===== config.mk =====
export PLATFORM = sky130hd
export DESIGN_NAME = wdt_rti_timer
export DESIGN_NICKNAME = d
export VERILOG_FILES = /design/src/rtl/wdt_pkg.sv /design/src/rtl/wdt_regs.sv /design/src/rtl/wdt_rti.sv /design/src/rtl/wdt_cop.sv /design/src/rtl/wdt_rti_timer.sv
export SDC_FILE = /design/constraint.sdc
export NUM_CORES = 1
export LEC_CHECK = 0
export BUFFER_PORTS_ARGS = -buffer_cell sky130_fd_sc_hd__clkbuf_2
export CAP_MARGIN = 20
export CORE_MARGIN = 3
export CORE_UTILIZATION = 35
export CTS_CLUSTER_DIAMETER = 80
export DETAILED_ROUTE_END_ITERATION = 12
export GPL_TIMING_DRIVEN = 0
export PLACE_DENSITY_LB_ADDON = 0.12
export SYNTH_ARGS = -nofsm -noshare
export SYNTH_HDL_FRONTEND = slang
export SYNTH_SLANG_ARGS = --single-unit

===== constraint.sdc =====
create_clock -name clk -period 2.2 [get_ports clk]
set_input_delay 0.11 -clock clk [delete_from_list [all_inputs] [get_ports clk]]
set_output_delay 0.11 -clock clk [all_outputs]
set_load 0.005 [all_outputs]

===== src/rtl/wdt_pkg.sv =====
package wdt_pkg;
  localparam int REG_W  = 16;
  localparam int DIV_W  = 8;
  localparam int PRE_LO = 8;
  localparam int PRE_HI = 64;

  localparam logic [1:0] ADDR_CTRL = 2'd0;
  localparam logic [1:0] ADDR_KEY  = 2'd1;
  localparam logic [1:0] ADDR_SVC  = 2'd2;

  localparam logic [REG_W-1:0] SEQ_FIRST  = 16'h5555;
  localparam logic [REG_W-1:0] SEQ_SECOND = 16'hAAAA;

  typedef enum logic [1:0] {UL_IDLE, UL_HALF, UL_OPEN} unlock_e;

  typedef struct packed {
    logic             wd_en;
    logic             wd_slow;
    logic [1:0]       rsv;
    logic             run_en;
    logic [2:0]       spare;
    logic [DIV_W-1:0] div;
  } ctrl_t;
endpackage


===== src/rtl/wdt_regs.sv =====
module wdt_regs
  import wdt_pkg::*;
(
  input  logic             clk,
  input  logic             rst_n,
  input  logic             sel_i,
  input  logic             wr_i,
  input  logic             rd_i,
  input  logic [1:0]       addr_i,
  input  logic [REG_W-1:0] wdata_i,
  output logic [REG_W-1:0] rdata_o,
  output logic             run_en_o,
  output logic             wd_en_o,
  output logic             wd_slow_o,
  output logic [DIV_W-1:0] div_next_o,
  output logic             commit_o,
  output logic             svc_reload_o
);
  ctrl_t   ctrl_q, ctrl_d;
  unlock_e ul_q, ul_d;
  logic    svc_half_q;

  logic access, ctrl_wr, key_wr, svc_wr;
  assign access  = sel_i & (wr_i | rd_i);
  assign ctrl_wr = sel_i & wr_i & (addr_i == ADDR_CTRL);
  assign key_wr  = sel_i & wr_i & (addr_i == ADDR_KEY);
  assign svc_wr  = sel_i & wr_i & (addr_i == ADDR_SVC);

  always_comb begin
    ul_d = ul_q;
    case (ul_q)
      UL_IDLE: if (key_wr && wdata_i == SEQ_FIRST) ul_d = UL_HALF;
      UL_HALF: if (access) ul_d = (key_wr && wdata_i == SEQ_SECOND) ? UL_OPEN : UL_IDLE;
      UL_OPEN: if (access) ul_d = UL_IDLE;
      default: ul_d = UL_IDLE;
    endcase
  end

  assign commit_o = (ul_q == UL_OPEN) & ctrl_wr;

  always_comb begin
    ctrl_d = ctrl_q;
    if (commit_o) begin
      ctrl_d     = ctrl_t'(wdata_i);
      ctrl_d.rsv = 2'b00;
    end
  end

  assign svc_reload_o = svc_wr & svc_half_q & (wdata_i == SEQ_SECOND);

  always_ff @(posedge clk or negedge rst_n) begin
    if (!rst_n) begin
      ctrl_q     <= '0;
      ul_q       <= UL_IDLE;
      svc_half_q <= 1'b0;
    end else begin
      ctrl_q <= ctrl_d;
      ul_q   <= ul_d;
      if (svc_wr) svc_half_q <= (wdata_i == SEQ_FIRST);
    end
  end

  assign rdata_o    = (sel_i & rd_i & (addr_i == ADDR_CTRL)) ? ctrl_q : '0;
  assign run_en_o   = ctrl_q.run_en;
  assign wd_en_o    = ctrl_q.wd_en;
  assign wd_slow_o  = ctrl_q.wd_slow;
  assign div_next_o = ctrl_d.div;

  // a control write without an open unlock leaves the word untouched
  p_locked_write_r4: assert property (@(posedge clk) disable iff (!rst_n)
    (ctrl_wr && ul_q != UL_OPEN) |=> $stable(ctrl_q));
  // a commit consumes the unlock
  p_single_commit_r3: assert property (@(posedge clk) disable iff (!rst_n)
    commit_o |=> (ul_q == UL_IDLE));
  // reserved bits never hold a one
  p_rsv_clear_r2: assert property (@(posedge clk) disable iff (!rst_n)
    $rose(commit_o) |=> (ctrl_q.rsv == 2'b00));
endmodule


===== src/rtl/wdt_rti.sv =====
module wdt_rti #(
  parameter int DIV_W = 8
) (
  input  logic             clk,
  input  logic             rst_n,
  input  logic             tick_i,
  input  logic             load_i,
  input  logic [DIV_W-1:0] div_i,
  output logic             irq_o
);
  logic [DIV_W-1:0] cnt_q;
  logic             irq_q;
  logic             at_zero;
  assign at_zero = (cnt_q == '0);

  always_ff @(posedge clk or negedge rst_n) begin
    if (!rst_n) begin
      cnt_q <= '0;
      irq_q <= 1'b0;
    end else begin
      irq_q <= tick_i & ~load_i & at_zero;
      if (load_i)      cnt_q <= div_i;
      else if (tick_i) cnt_q <= at_zero ? div_i : cnt_q - 1'b1;
    end
  end

  assign irq_o = irq_q;

  // a pulse only follows an enabled tick
  p_irq_from_tick_r5: assert property (@(posedge clk) disable iff (!rst_n)
    irq_o |-> $past(tick_i));
  // without a tick or load the count holds
  p_hold_idle_r6: assert property (@(posedge clk) disable iff (!rst_n)
    (!tick_i && !load_i) |=> $stable(cnt_q));
endmodule


===== src/rtl/wdt_cop.sv =====
module wdt_cop #(
  parameter int DIV_W  = 8,
  parameter int PRE_LO = 8,
  parameter int PRE_HI = 64
) (
  input  logic             clk,
  input  logic             rst_n,
  input  logic             tick_i,
  input  logic             slow_i,
  input  logic             load_i,
  input  logic [DIV_W-1:0] div_i,
  output logic             req_o
);
  localparam int PW = $clog2(PRE_HI);
  localparam logic [PW-1:0] LIM_LO = PW'(PRE_LO - 1);
  localparam logic [PW-1:0] LIM_HI = PW'(PRE_HI - 1);

  logic [PW-1:0]    pre_q;
  logic [DIV_W-1:0] cnt_q;
  logic             req_q;
  logic [PW-1:0]    limit;
  logic             step;

  assign limit = slow_i ? LIM_HI : LIM_LO;
  assign step  = tick_i & (pre_q == limit);

  always_ff @(posedge clk or negedge rst_n) begin
    if (!rst_n) begin
      pre_q <= '0;
      cnt_q <= '0;
      req_q <= 1'b0;
    end else begin
      req_q <= step & ~load_i & (cnt_q == '0);
      if (load_i) begin
        pre_q <= '0;
        cnt_q <= div_i;
      end else if (tick_i) begin
        pre_q <= step ? '0 : pre_q + 1'b1;
        if (step) cnt_q <= (cnt_q == '0) ? div_i : cnt_q - 1'b1;
      end
    end
  end

  assign req_o = req_q;

  // the prescaler never runs past its selected limit
  p_pre_bound_r7: assert property (@(posedge clk) disable iff (!rst_n)
    (pre_q <= limit));
  // the reset request lasts one cycle
  p_req_single_r7: assert property (@(posedge clk) disable iff (!rst_n)
    req_o |=> !req_o);
  // a held watchdog keeps both counts
  p_frozen_r8: assert property (@(posedge clk) disable iff (!rst_n)
    (!tick_i && !load_i) |=> ($stable(cnt_q) && $stable(pre_q)));
endmodule


===== src/rtl/wdt_rti_timer.sv =====
module wdt_rti_timer
  import wdt_pkg::*;
(
  input  logic             clk,
  input  logic             rst_n,
  input  logic             bus_sel,
  input  logic             bus_wr,
  input  logic             bus_rd,
  input  logic [1:0]       bus_addr,
  input  logic [REG_W-1:0] bus_wdata,
  output logic [REG_W-1:0] bus_rdata,
  input  logic             tick_en,
  input  logic             dbg_hold,
  output logic             irq_pulse,
  output logic             wd_reset_req
);
  logic             run_en, wd_en, wd_slow, commit, svc_reload;
  logic [DIV_W-1:0] div_next;
  logic             tick_run, tick_wd;

  wdt_regs u_regs (
    .clk(clk), .rst_n(rst_n), .sel_i(bus_sel), .wr_i(bus_wr), .rd_i(bus_rd),
    .addr_i(bus_addr), .wdata_i(bus_wdata), .rdata_o(bus_rdata),
    .run_en_o(run_en), .wd_en_o(wd_en), .wd_slow_o(wd_slow),
    .div_next_o(div_next), .commit_o(commit), .svc_reload_o(svc_reload)
  );

  // shared gate: the run bit feeds both timers
  assign tick_run = tick_en & run_en;
  assign tick_wd  = tick_run & wd_en & ~dbg_hold;

  wdt_rti #(.DIV_W(DIV_W)) u_rti (
    .clk(clk), .rst_n(rst_n), .tick_i(tick_run), .load_i(commit),
    .div_i(div_next), .irq_o(irq_pulse)
  );

  wdt_cop #(.DIV_W(DIV_W), .PRE_LO(PRE_LO), .PRE_HI(PRE_HI)) u_cop (
    .clk(clk), .rst_n(rst_n), .tick_i(tick_wd), .slow_i(wd_slow),
    .load_i(commit | svc_reload), .div_i(div_next), .req_o(wd_reset_req)
  );

  // a reset request needs both enables, a tick and no debug hold
  p_wd_gate_r7: assert property (@(posedge clk) disable iff (!rst_n)
    wd_reset_req |-> $past(tick_en && run_en && wd_en && !dbg_hold));
  // run disabled means no interrupt next cycle
  p_run_gate_r6: assert property (@(posedge clk) disable iff (!rst_n)
    !run_en |=> !irq_pulse);
endmodule


==> run_results.csv <==
group,metric,value,unit
drt,drt_iter0_drc,117,
power,powerDensity,461,nW/um^2
power,total_power,1.32,mW
synthesis,yosys.area.top_type_share,42.1,%
final_layout,layout-drive-gt1-share,21.1,%
timing,final.min_clock_period,2.04,ns
timing,finalClockSkew,0.00823,ns
worst_setup_path,startpoint_type,"flip-flop",
job,maxCapViolCount,0,
grt,grt_pass1_vias,2248,
timing,finalHoldViolations,0,
synthesis,synth_cell_types,58,
synthesis,synth-edff-count,0,
synthesis,synth-warning-count,0,
floorplanning,die_x,89.5,um
worst_setup_path,reg2reg_setup_slack,0.16,ns
floorplanning,die_area,8000,um^2
cts,cts-root-buf,"clkbuf_8",
power,p_leak,1.41,nW
final_layout,post-route-util,43.7,%
timing,fmax,490,MHz
drt,detail-route-antenna-nets,0,
worst_setup_path,end_kind,"flip-flop",
grt,antenna_found_initial,0,
final_layout,nets,346,
floorplanning,rows,29,
grt,grt_usage,18.3,%
synthesis,syn_area_per_cell,9.16,um^2
worst_setup_path,r2r_end,"u_rti.cnt_q[2]$_DFFE_PN0P_",
cts,cts_buffers,5,
worst_setup_path,reg2reg_depth,7,
timing,finalCritPeriodShare,92.8,%
power,max-vdd-ir-drop,0.000280,V
synthesis,async_flop_share,100,%
final_layout,multi_input_area,1350,um^2
timing,fin_ws,0.158,ns
placement,post-place-ws,0.0509,ns
cts,clockBufferDepth,2,
worst_setup_path,crit_start,"u_regs.ul_q[0]$_DFFE_PN0P_",
timing,setup_violations,0,
cts,clock_latency,0.30,ns
cts,htree_levels,2,
floorplanning,core_area,6530,um^2
synthesis,post-synth-top-count-cell,"nand2_1",
worst_setup_path,path_max_fanout,10,
timing,relSlewSlack,63.3,%
hold_path,hp-class,"input port to flip-flop",
drt,routed_via_density,5.53,
cts,cts.sinks,41,
worst_setup_path,endpoint,"u_rti.cnt_q[2]$_DFFE_PN0P_",
placement,postPlaceCellArea,2760,um^2
final_layout,diodes,0,
cts,clk_pin_slew,0.09,ns
grt,grt_pass1_wl,11200,um
synthesis,seq_area_frac_synth,42.1,%
timing,setup_tns,0,ns
grt,grt_max_degree,32,
floorplanning,die_y,89.5,um
synthesis,synthTopCellsByArea,"dfrtp_1 (42%), nand2_1 (7.7%), and2_1 (4.1%)",
drt,drt_first_pass_iters,4,
worst_setup_path,crit_type,"flip-flop to flip-flop",
cts,cts_tree,"done",
synthesis,synth_common_cells,"nand2_1 (50), dfrtp_1 (41), nor2_1 (18)",
worst_setup_path,cp.required,2.42,ns
timing,worst_slew_pin_slew,0.551,ns
hold_path,worstHoldStart,"bus_wdata[11]",
worst_setup_path,crit_top_cell,"buf_2",
synthesis,ys_ff_latch,41,
worst_setup_path,reg2reg_from,"u_regs.ul_q[0]$_DFFE_PN0P_",
synthesis,synth_area,2440,um^2
worst_setup_path,critical-path-slowest-cell,"dfrtp_1",
grt,grt.overflow.total,0,
synthesis,synth-main-ff-cell,"dfrtp_1",
placement,place_hpwl,4940,um
worst_setup_path,cpPeakStageDelay,0.41,ns
final_layout,final_cell_area,2860,um^2
final_layout,regArea,1030,um^2
timing,drv_slew,0,
placement,portBuffers,40,
drt,num_vias,2178,
final_layout,fillers,681,
drt,drc,0,
synthesis,synth_cells,266,
floorplanning,start_util,37.3,%
placement,globalplace.congestion,0.821,
final_layout,area_growth,17.2,%
outcome,status,"completed",
timing,rsz0062_at_grt,"no",
drt,wl_per_cell,16.6,um
drt,finalWirelength,6550,um
worst_setup_path,cp.arrival,2.26,ns
floorplanning,io_pins,43,
worst_setup_path,crit_chain,"nor2b_1 -> and3_1 -> clkbuf_1 -> buf_2 -> buf_2 -> a22oi_1 -> o211ai_1",
synthesis,yosys.area.top_type,"dfrtp_1",
logic make-up after synthesis:
logic type	count (synthesis)	synth area share [%]
mux	3	1.33
compound gates	49	14.8
flops	41	42.1
xor+xnor	9	3.23
fa+ha+maj	5	2.57
simple gates	141	32.8
buf+inv	17	3.08
other cells	1	0.154
worst max-delay path: cells and delay by family, from the launching register on:
family,cells,cell delay [ns]
buffers and inverters,3,0.84
AOI/OAI and AO/OA,2,0.23
DFF,1,0.41
and+or+nand+nor,2,0.49
sequential cells by signal, summed over array words and instances (netlist names), 2 cells and up:
signal	flops
u_regs.ul_q	2
u_cop.pre_q	6
u_regs.ctrl_q	11
u_rti.cnt_q	8
u_cop.cnt_q	8
stage by stage:
step / std cells / hold slack [ns]
final: 394 / 0.0385
after global routing: 394 / 0.0474
after CTS: 394 / 0.0315
after detailed placement: 385 / 0.0254
after global placement: 384 / 0.339
after floorplan: 267 / -0.186
worst min path at each step:
stage,slack [ns],to,cells past startpoint
2_1_floorplan,-0.19,u_cop.cnt_q[0]$_DFFE_PN0P_,0
3_3_place_gp,0.34,u_regs.ctrl_q[9]$_DFFE_PN0P_,3
3_5_place_dp,0.03,u_regs.ul_q[0]$_DFFE_PN0P_,1
4_1_cts,0.03,u_regs.run_en_o$_DFFE_PN0P_,3
5_1_grt,0.05,u_regs.ctrl_q[8]$_DFFE_PN0P_,3
6_report,0.04,u_regs.run_en_o$_DFFE_PN0P_,3
report_power, final:
part | switching [mW] | leakage [nW] | internal, mW
clock network | 0.269 | 0.0450 | 0.220
registers | 0.000000344 | 0.557 | 0.753
logic | 0.0439 | 0.804 | 0.0316
total | 0.313 | 1.41 | 1.00
cell type report:
class                   instances  area share (%)
repair buffers                 42            8.06
multi-input cells             209            47.1
inverters                       7           0.920
plain buffers                  10            1.75
clock inverters                 2           0.350
flip-flops and latches         41            35.9
clock buffers                   6            2.54
well taps                      77            3.37
cells in the final DEF, fill, tap and decap left out, drive strengths merged, types with 2 or more instances in the layout:
cell type / Yosys / final
nand3b: 2 / 2
nand4: 8 / 8
or3: 3 / 3
a21oi: 10 / 10
nor4b: 2 / 2
o311a: 2 / 2
nand4b: 3 / 3
conb: 1 / 2
xnor2: 5 / 5
nor2: 18 / 18
nor2b: 2 / 2
and4bb: 3 / 3
a221o: 4 / 4
xor2: 4 / 4
a222oi: 5 / 5
and3: 3 / 3
nor4bb: 4 / 4
dfrtp: 41 / 41
nor3: 5 / 5
and4: 3 / 3
o21ai: 13 / 13
a22oi: 2 / 2
inv: 7 / 7
or2: 3 / 3
clkbuf: 5 / 51
mux2: 2 / 2
ha: 5 / 5
nand3: 8 / 8
clkinv: 0 / 2
buf: 5 / 6
and4b: 3 / 3
and2: 16 / 16
nand2: 50 / 50
o211ai: 2 / 2
per-layer routing:
| layer | track usage (%) | vias to the layer above | share of wire [%] |
|---|---|---|---|
| met2 | 29.1 | 58 | 44 |
| met4 | 5.14 | 0 | 1.1 |
| met3 | 3.41 | 6 | 5.6 |
| met1 | 25.4 | 1045 | 49 |
| met5 | 0 | - | 0 |
| li1 | - | 1069 | - |
repair_timing:
action / in CTS / in global routing
endpoints found under the setup margin: 0 / 6
resized for setup: 0 / 3
buffers inserted: 0 / 0
hold buffers: 1 / 0
endpoints found under the hold margin: 10 / 0
No activity file was read; power rests on OpenSTA's default activity.
